===== src/rtl/pm_csr_pkg.sv =====
package pm_csr_pkg;
  localparam int unsigned WORD_W  = 16;
  localparam int unsigned SEL_W   = 4;
  localparam int unsigned PS_W    = 2;
  localparam int unsigned SCL_W   = 2;
  localparam int unsigned RSV_W   = 6;
  localparam int unsigned ST_BIT  = 15;
  localparam int unsigned EN_BIT  = 8;
  localparam int unsigned SEL_LSB = 9;
  localparam int unsigned SCL_LSB = 13;
  localparam int unsigned PS_LSB  = 0;

  typedef enum logic [PS_W-1:0] {
    PS_D0 = 2'b00,
    PS_D1 = 2'b01,
    PS_D2 = 2'b10,
    PS_D3 = 2'b11
  } pwr_state_e;

  function automatic logic [SCL_W-1:0] scale_of(input logic [SEL_W-1:0] sel, input logic mng);
    logic hit;
    hit = (sel == 4'd0) || (sel == 4'd3) || (sel == 4'd4) || (sel == 4'd7);
    return (mng && hit) ? 2'b01 : 2'b00;
  endfunction
endpackage


===== src/rtl/pm_rst_edge.sv =====
module pm_rst_edge (
  input  logic clk_i,
  input  logic rst_ni,
  input  logic bus_rst_ni,
  output logic rise_o
);
  logic prev_q;

  always_ff @(posedge clk_i or negedge rst_ni) begin
    if (!rst_ni) prev_q <= 1'b1;
    else         prev_q <= bus_rst_ni;
  end

  assign rise_o = bus_rst_ni & ~prev_q;
endmodule


===== src/rtl/pm_wake_ctl.sv =====
module pm_wake_ctl (
  input  logic clk_i,
  input  logic rst_ni,
  input  logic wr_hi_i,
  input  logic wd_st_i,
  input  logic wd_en_i,
  input  logic pm_en_i,
  input  logic aux_pwr_i,
  input  logic bus_rise_i,
  input  logic wake_evt_i,
  output logic st_o,
  output logic en_o
);
  logic st_q, en_q, clr;

  // without aux power the bus reset release reaches the wake flags
  assign clr = bus_rise_i & ~aux_pwr_i;

  always_ff @(posedge clk_i or negedge rst_ni) begin
    if (!rst_ni) begin
      st_q <= 1'b0;
      en_q <= 1'b0;
    end else if (clr) begin
      st_q <= 1'b0;
      en_q <= 1'b0;
    end else begin
      // a new event outranks a same-cycle clear
      st_q <= wake_evt_i | (st_q & ~(wr_hi_i & wd_st_i));
      if (wr_hi_i && pm_en_i) en_q <= wd_en_i;
    end
  end

  assign st_o = st_q;
  assign en_o = en_q;
endmodule


===== src/rtl/pm_state_ctl.sv =====
module pm_state_ctl
  import pm_csr_pkg::*;
(
  input  logic             clk_i,
  input  logic             rst_ni,
  input  logic             wr_lo_i,
  input  logic             wr_hi_i,
  input  logic [PS_W-1:0]  wd_ps_i,
  input  logic [SEL_W-1:0] wd_sel_i,
  input  logic             pm_en_i,
  input  logic             bus_rise_i,
  output logic [PS_W-1:0]  ps_o,
  output logic [SEL_W-1:0] sel_o
);
  pwr_state_e      ps_q;
  logic [SEL_W-1:0] sel_q;
  logic            ps_ok;

  assign ps_ok = (wd_ps_i == PS_D0) || (wd_ps_i == PS_D3);

  always_ff @(posedge clk_i or negedge rst_ni) begin
    if (!rst_ni) begin
      ps_q  <= PS_D0;
      sel_q <= '0;
    end else begin
      if (bus_rise_i)                      ps_q <= PS_D0;
      else if (wr_lo_i && pm_en_i && ps_ok) ps_q <= pwr_state_e'(wd_ps_i);
      if (wr_hi_i && pm_en_i) sel_q <= wd_sel_i;
    end
  end

  assign ps_o  = ps_q;
  assign sel_o = sel_q;
endmodule


===== src/rtl/pm_csr.sv =====
module pm_csr
  import pm_csr_pkg::*;
(
  input  logic              clk_i,
  input  logic              rst_ni,
  input  logic              bus_rst_ni,
  input  logic              wr_en_i,
  input  logic [1:0]        wr_be_i,
  input  logic [WORD_W-1:0] wr_data_i,
  output logic [WORD_W-1:0] rd_data_o,
  input  logic              wake_evt_i,
  input  logic              pm_en_i,
  input  logic              mng_en_i,
  input  logic              aux_pwr_i,
  output logic              pme_no,
  output logic [PS_W-1:0]   pwr_state_o
);
  logic             wr_lo, wr_hi, bus_rise, st, en;
  logic [PS_W-1:0]  ps;
  logic [SEL_W-1:0] sel;

  assign wr_lo = wr_en_i & wr_be_i[0];
  assign wr_hi = wr_en_i & wr_be_i[1];

  pm_rst_edge u_edge (
    .clk_i(clk_i), .rst_ni(rst_ni), .bus_rst_ni(bus_rst_ni), .rise_o(bus_rise)
  );

  pm_wake_ctl u_wake (
    .clk_i(clk_i), .rst_ni(rst_ni), .wr_hi_i(wr_hi),
    .wd_st_i(wr_data_i[ST_BIT]), .wd_en_i(wr_data_i[EN_BIT]),
    .pm_en_i(pm_en_i), .aux_pwr_i(aux_pwr_i), .bus_rise_i(bus_rise),
    .wake_evt_i(wake_evt_i), .st_o(st), .en_o(en)
  );

  pm_state_ctl u_state (
    .clk_i(clk_i), .rst_ni(rst_ni), .wr_lo_i(wr_lo), .wr_hi_i(wr_hi),
    .wd_ps_i(wr_data_i[PS_LSB +: PS_W]), .wd_sel_i(wr_data_i[SEL_LSB +: SEL_W]),
    .pm_en_i(pm_en_i), .bus_rise_i(bus_rise), .ps_o(ps), .sel_o(sel)
  );

  assign rd_data_o   = {st, scale_of(sel, mng_en_i), sel, en, {RSV_W{1'b0}}, ps};
  assign pme_no      = ~(st & en);
  assign pwr_state_o = ps;
endmodule


===== config.mk =====
export PLATFORM = sky130hd
export DESIGN_NAME = pm_csr
export DESIGN_NICKNAME = d
export VERILOG_FILES = /design/src/rtl/pm_csr_pkg.sv /design/src/rtl/pm_rst_edge.sv /design/src/rtl/pm_wake_ctl.sv /design/src/rtl/pm_state_ctl.sv /design/src/rtl/pm_csr.sv
export SDC_FILE = /design/constraint.sdc
export NUM_CORES = 1
export LEC_CHECK = 0
export ABC_AREA = 1
export CAP_MARGIN = 10
export CORE_ASPECT_RATIO = 0.9
export CORE_MARGIN = 3
export CORE_UTILIZATION = 27
export CTS_CLUSTER_DIAMETER = 150
export DETAILED_ROUTE_END_ITERATION = 10
export GPL_TIMING_DRIVEN = 0
export PLACE_DENSITY = 0.74
export RECOVER_POWER = 100
export SLEW_MARGIN = 10
export SYNTH_ARGS = -nofsm -noshare
export SYNTH_HDL_FRONTEND = slang
export SYNTH_SLANG_ARGS = --single-unit
export TNS_END_PERCENT = 50

===== constraint.sdc =====
create_clock -name clk_i -period 0.8 [get_ports clk_i]
set_input_delay 0.12 -clock clk_i [delete_from_list [all_inputs] [get_ports clk_i]]
set_output_delay 0.12 -clock clk_i [all_outputs]
set_load 0.02 [all_outputs]

======== Word level (Yosys, flattened, before mapping) ========
Index checks and enable logic that the tools add are counted.
operators by class
  shifts and indexed selects .............. 0
  reductions and logical operators ........ 12
  multipliers ............................. 0
  muxes and demuxes ....................... 6
  equal/unequal tests ..................... 4
  bitwise logic cells ..................... 12
  divide/modulo/power cells ............... 0
  order comparisons ....................... 0
  add/subtract/negate cells ............... 0
operator list
  cell                number
  $eq 4x3->1 const B  2
  $and 1x1->1         7
  $eq 4x2->1 const B  1
  $logic_and 1x1->1   4
  $logic_not 4->1     1
  $logic_or 1x1->1    4
  $mux 1              4
  $mux 2              2
  $not 1->1           4
  $reduce_bool 2->1   2
  $eq 2x2->1 const B  1
  $logic_not 2->1     1
  $or 1x1->1          1
storage, ports and cells
  bits in read-only memories .............. 0
  register bits after elaboration ......... 9
  bits of input ports ..................... 26
  bits in latches ......................... 0
  memories kept ........................... 0
  memory bits (writable) .................. 0
  word-level logic and storage cells ...... 39

======== Logic depth before layout (Yosys ltp) ========
  depth in word-level cells ............... 6
  depth in mapped cells ................... 6
  depth with buffers taken out ............ 6

======== Hierarchy ========
A second synthesis with hierarchy kept.
second synthesis, totals
  cell total of the unflattened synthesis .. 74
  area total of the unflattened synthesis .. 536.8 µm²
by module, submodules not included
  module        instances  cells an instance  area each (µm²)
  pm_state_ctl  1          32                 264.0
  pm_csr        1          24                 133.9
  pm_wake_ctl   1          15                 102.6
  pm_rst_edge   1          3                  36.3

======== Worst setup path after synthesis ========
No wires, ideal clock.
  path kind ............................... reg-to-output
  start ................................... register u_state.sel_q[1], in the netlist u_state.sel_o[1]
  end ..................................... output rd_data_o[13]
  buffers on the path ..................... 0
  data required time ...................... 0.680 ns
  cell stages (with the launch flop) ...... 4
  path slack .............................. -0.387 ns
  arrival time ............................ 1.067 ns
  path through ............................ dfrtp_1 inv_2 nor2_1 nor3_1
between the ends
  word-level cells in the longest chain between the ends .. 6
  elaborated cells between the ends (all ways) .. 9
  those cells by class .................... 3 x eq/ne; 1 x mux; 5 x reduce/logical
ends and longest elaborated chain
  item                                                  RTL line            source
  start: declaration                                    pm_state_ctl.sv:16  logic [SEL_W-1:0] sel_q;
  start signal: assignment                              pm_state_ctl.sv:28  if (wr_hi_i && pm_en_i) sel_q <= wd_sel_i;
  $eq 4x2->1 / $logic_not 4->1 (equally long branches)  pm_csr_pkg.sv:22    hit = (sel == 4'd0) || (sel == 4'd3) || (sel == 4'd4) || (sel == 4'd7);
  $logic_or 1x1->1 (2 in a row)                         pm_csr_pkg.sv:22
  $logic_or 1x1->1 *                                    pm_csr_pkg.sv:22
  $logic_and 1x1->1 *                                   pm_csr_pkg.sv:23    return (mng && hit) ? 2'b01 : 2'b00;
  $mux 1 *                                              pm_csr_pkg.sv:23
  end: declaration                                      pm_csr.sv:10        output logic [WORD_W-1:0] rd_data_o,
Mark *: on every way between the ends. The rest lies on a longest branch, timed or not.

======== Worst setup path after layout ========
Same ends and word-level chain as after synthesis.

==> flow_summary_export.csv <==
group,metric,value,unit
run_status,status,"complete, but fails checks",
run_status,violations,"negative setup slack",
route,wl_per_cell,9.909,um
worst_setup_path,r2r_setup_slack,-0.10,ns
final_layout,areaGrowthSynthToFinish,92.67,%
worst_setup_path,cp-end-kind,"output port",
sta,clock_skew,0.001543,ns
floorplan,initial_utilization,0.2951,
route,final_antenna_net_count,0,
logic_synthesis,netlist_instances,63,
pwr,irDropWorstVdd,0.0008906,V
logic_synthesis,synth_area_per_cell,8.123,um^2
clock_network,cts_tree,"done",
worst_setup_path,critPathLaunchType,"flip-flop",
logic_synthesis,synth_area,511.7,um^2
logic_synthesis,yosys_register_bits,9,
logic_synthesis,synth-warning-count,0,
clock_network,hold_buffers,0,
grt,grt_pass1_vias,470,
place,dp_hpwl,942.6,um
grt,grt_first_pass_wirelength,1869,um
sta,max_freq,0.8382,GHz
sta,final-hold-violation-count,0,
sta,fin_crit,1.193,ns
sta,setup-violations-final,17,
worst_setup_path,r2r-end,"u_wake.en_o",
route,firstDrtPassIters,2,
final_layout,fin_cells,132,
floorplan,die_w,51.89,um
clock_network,clkSlewWorstSetupHoldPaths,0.06,ns
sta,rsz0062_at_grt,"true",
worst_setup_path,cp.required,0.68,ns
clock_network,h-tree-depth,1,
place,placed_area,873.3,um^2
final_layout,finalInstanceArea,985.9,um^2
worst_setup_path,crit_arrival,1.07,ns
worst_setup_path,max_stage_delay,0.41,ns
sta,slew_viol_final,0,
floorplan,die_area,0.002454,mm^2
place,io_buffers,29,
pwr,total_power,1.555,mW
worst_setup_path,critical-path-slowest-cell,"dfrtp_2",
clock_network,cts-buffers-inserted,3,
route,avgViaCountPerCell,3.932,
clock_network,cts_sinks,9,
job,drv_cap,0,
final_layout,layout-drive-gt1-share,0.4352,
logic_synthesis,synth_top_area_cell,"dfrtp_1",
clock_network,worstSkewPairLatency,0.25,ns
floorplan,io_pins,45,
hold_path,hp-class,"in2async",
worst_setup_path,r2r-start,"u_edge.prev_q",
place,gp_congestion,0.6020,
worst_setup_path,crit_chain,"inv_2 > nor2_2 > nor3_4 > buf_6",
route,route.detailed.drc,0,
floorplan,fp.dieH,47.30,um
floorplan,core_area,0.001734,mm^2
pwr,pwr_density_cell,1577,mW/mm^2
sta,setup_tns,-2.932,ns
clock_network,clk_path_buf_depth,2,
route,vias,519,
logic_synthesis,ys_types,18,
sta,post-route-period-util,1.491,
final_layout,fillers,163,
final_layout,fin_nets,135,
grt,overflow,0,
worst_setup_path,r2r_cells,4,
pwr,p_leak,0.5146,nW
worst_setup_path,crit_buf_inv,2,
clock_network,root_buffer,"clkbuf_4",
floorplan,rows,14,
worst_setup_path,path_class,"reg2out",
worst_setup_path,path_delay_family,"flip-flops",
logic_synthesis,yosysSeqAreaShare,0.4425,
route,drtIter0Drc,2,
grt,antenna_found_initial,0,
grt,grt_max_degree,11,
logic_synthesis,synth_top_area_frac,0.3912,
worst_setup_path,critPathMaxFanout,3,
logic_synthesis,synth_area_leaders,"dfrtp_1, buf_4, nand2_1, dfstp_2, inv_1",
place,dp_cells,122,
final_layout,n_antenna_cell,0,
route,finalWirelength,1308,um
sta,fin_ws,-0.3930,ns
grt,track_usage,0.1073,
[synth_stat cells, drive strengths merged]
master / instances
o21ai: 3
nor3b: 1
nand3: 4
nand4: 1
conb: 1
dfstp: 1
nor2: 6
nor3: 1
clkinv: 1
dfrtp: 8
buf: 11
nand2: 15
a21oi: 2
inv: 8
[state kept, by name, indices dropped and copies added, names as in the netlist]
signal	flops
u_edge.prev_q	1
u_state.ps_o	2
u_wake.en_o	1
u_state.sel_o	4
u_wake.st_o	1
[logic make-up after synthesis]
group,Yosys count,synth area share
and+or+nand+nor,28,0.2738
AOI/OAI and AO/OA,5,0.04889
other,1,0.007328
buffers and inverters,20,0.2274
DFF,9,0.4425
[placed cells by master, fill, tap and decap left out, drive strengths merged]
master         count
inv                8
dlygate4sd3        2
conb               7
nand4              1
dlymetal6s2s       1
clkdlybuf4s50     12
clkinv             1
nor2               6
nand2             15
nor3               1
dlygate4sd2        2
a21oi              2
o21ai              3
buf               29
dfrtp              8
dfstp              1
nand3              4
nor3b              1
clkbuf             4
[power by group]
part,switching (mW),internal (mW)
logic,0.292,0.363
registers,0.0490,0.514
clock network,0.144,0.191
[worst max path at each step]
stage | startpoint | endpoint | cells past startpoint | slack, ns
4_1_cts | u_state.sel_o[1] | rd_data_o[13] | 4 | -0.39
3_3_place_gp | mng_en_i | rd_data_o[13] | 4 | -0.73
2_1_floorplan | u_state.sel_o[0] | rd_data_o[13] | 3 | -0.16
6_report | u_state.sel_o[1] | rd_data_o[13] | 4 | -0.39
3_5_place_dp | mng_en_i | rd_data_o[13] | 4 | -0.75
5_1_grt | u_state.sel_o[1] | rd_data_o[13] | 4 | -0.49
[per-layer routing]
layer,vias to the layer above,track usage,wire [um]
li1,264,-,-
met1,233,0.1040,441
met2,22,0.1955,748
met3,0,0.06349,119
met4,0,0.03141,0
met5,-,0,0
[stage by stage]
| step | hold slack, ns | utilization | setup slack, ns |
|---|---|---|---|
| 6_report | 0.2324 | 0.5685 | -0.3930 |
| 2_1_floorplan | -0.1756 | - | -0.1585 |
| 5_1_grt | 0.2535 | 0.5685 | -0.4860 |
| 3_5_place_dp | 0.4468 | 0.5036 | -0.7461 |
| 4_1_cts | 0.1665 | 0.5447 | -0.3941 |
| 3_3_place_gp | 0.4415 | 0.5036 | -0.7292 |
[cell type report]
class | instances | area, um^2 | share of cell area
clock buffer | 4 | 26.28 | 0.02665
buffer | 11 | 97.59 | 0.09898
multi-input combinational | 40 | 221.5 | 0.2246
inverter | 9 | 33.78 | 0.03426
tap | 24 | 30.03 | 0.03046
sequential | 9 | 229.0 | 0.2322
timing repair buffer | 35 | 347.8 | 0.3528
[repair_timing]
item                       4_1_cts  5_1_grt
gates cloned                     0        0
setup endpoints to repair       20       20
pin swaps                        6        2
setup buffers                    3        3
gates resized for setup         69       13
Note: power is estimated with default switching activity, not from simulation.
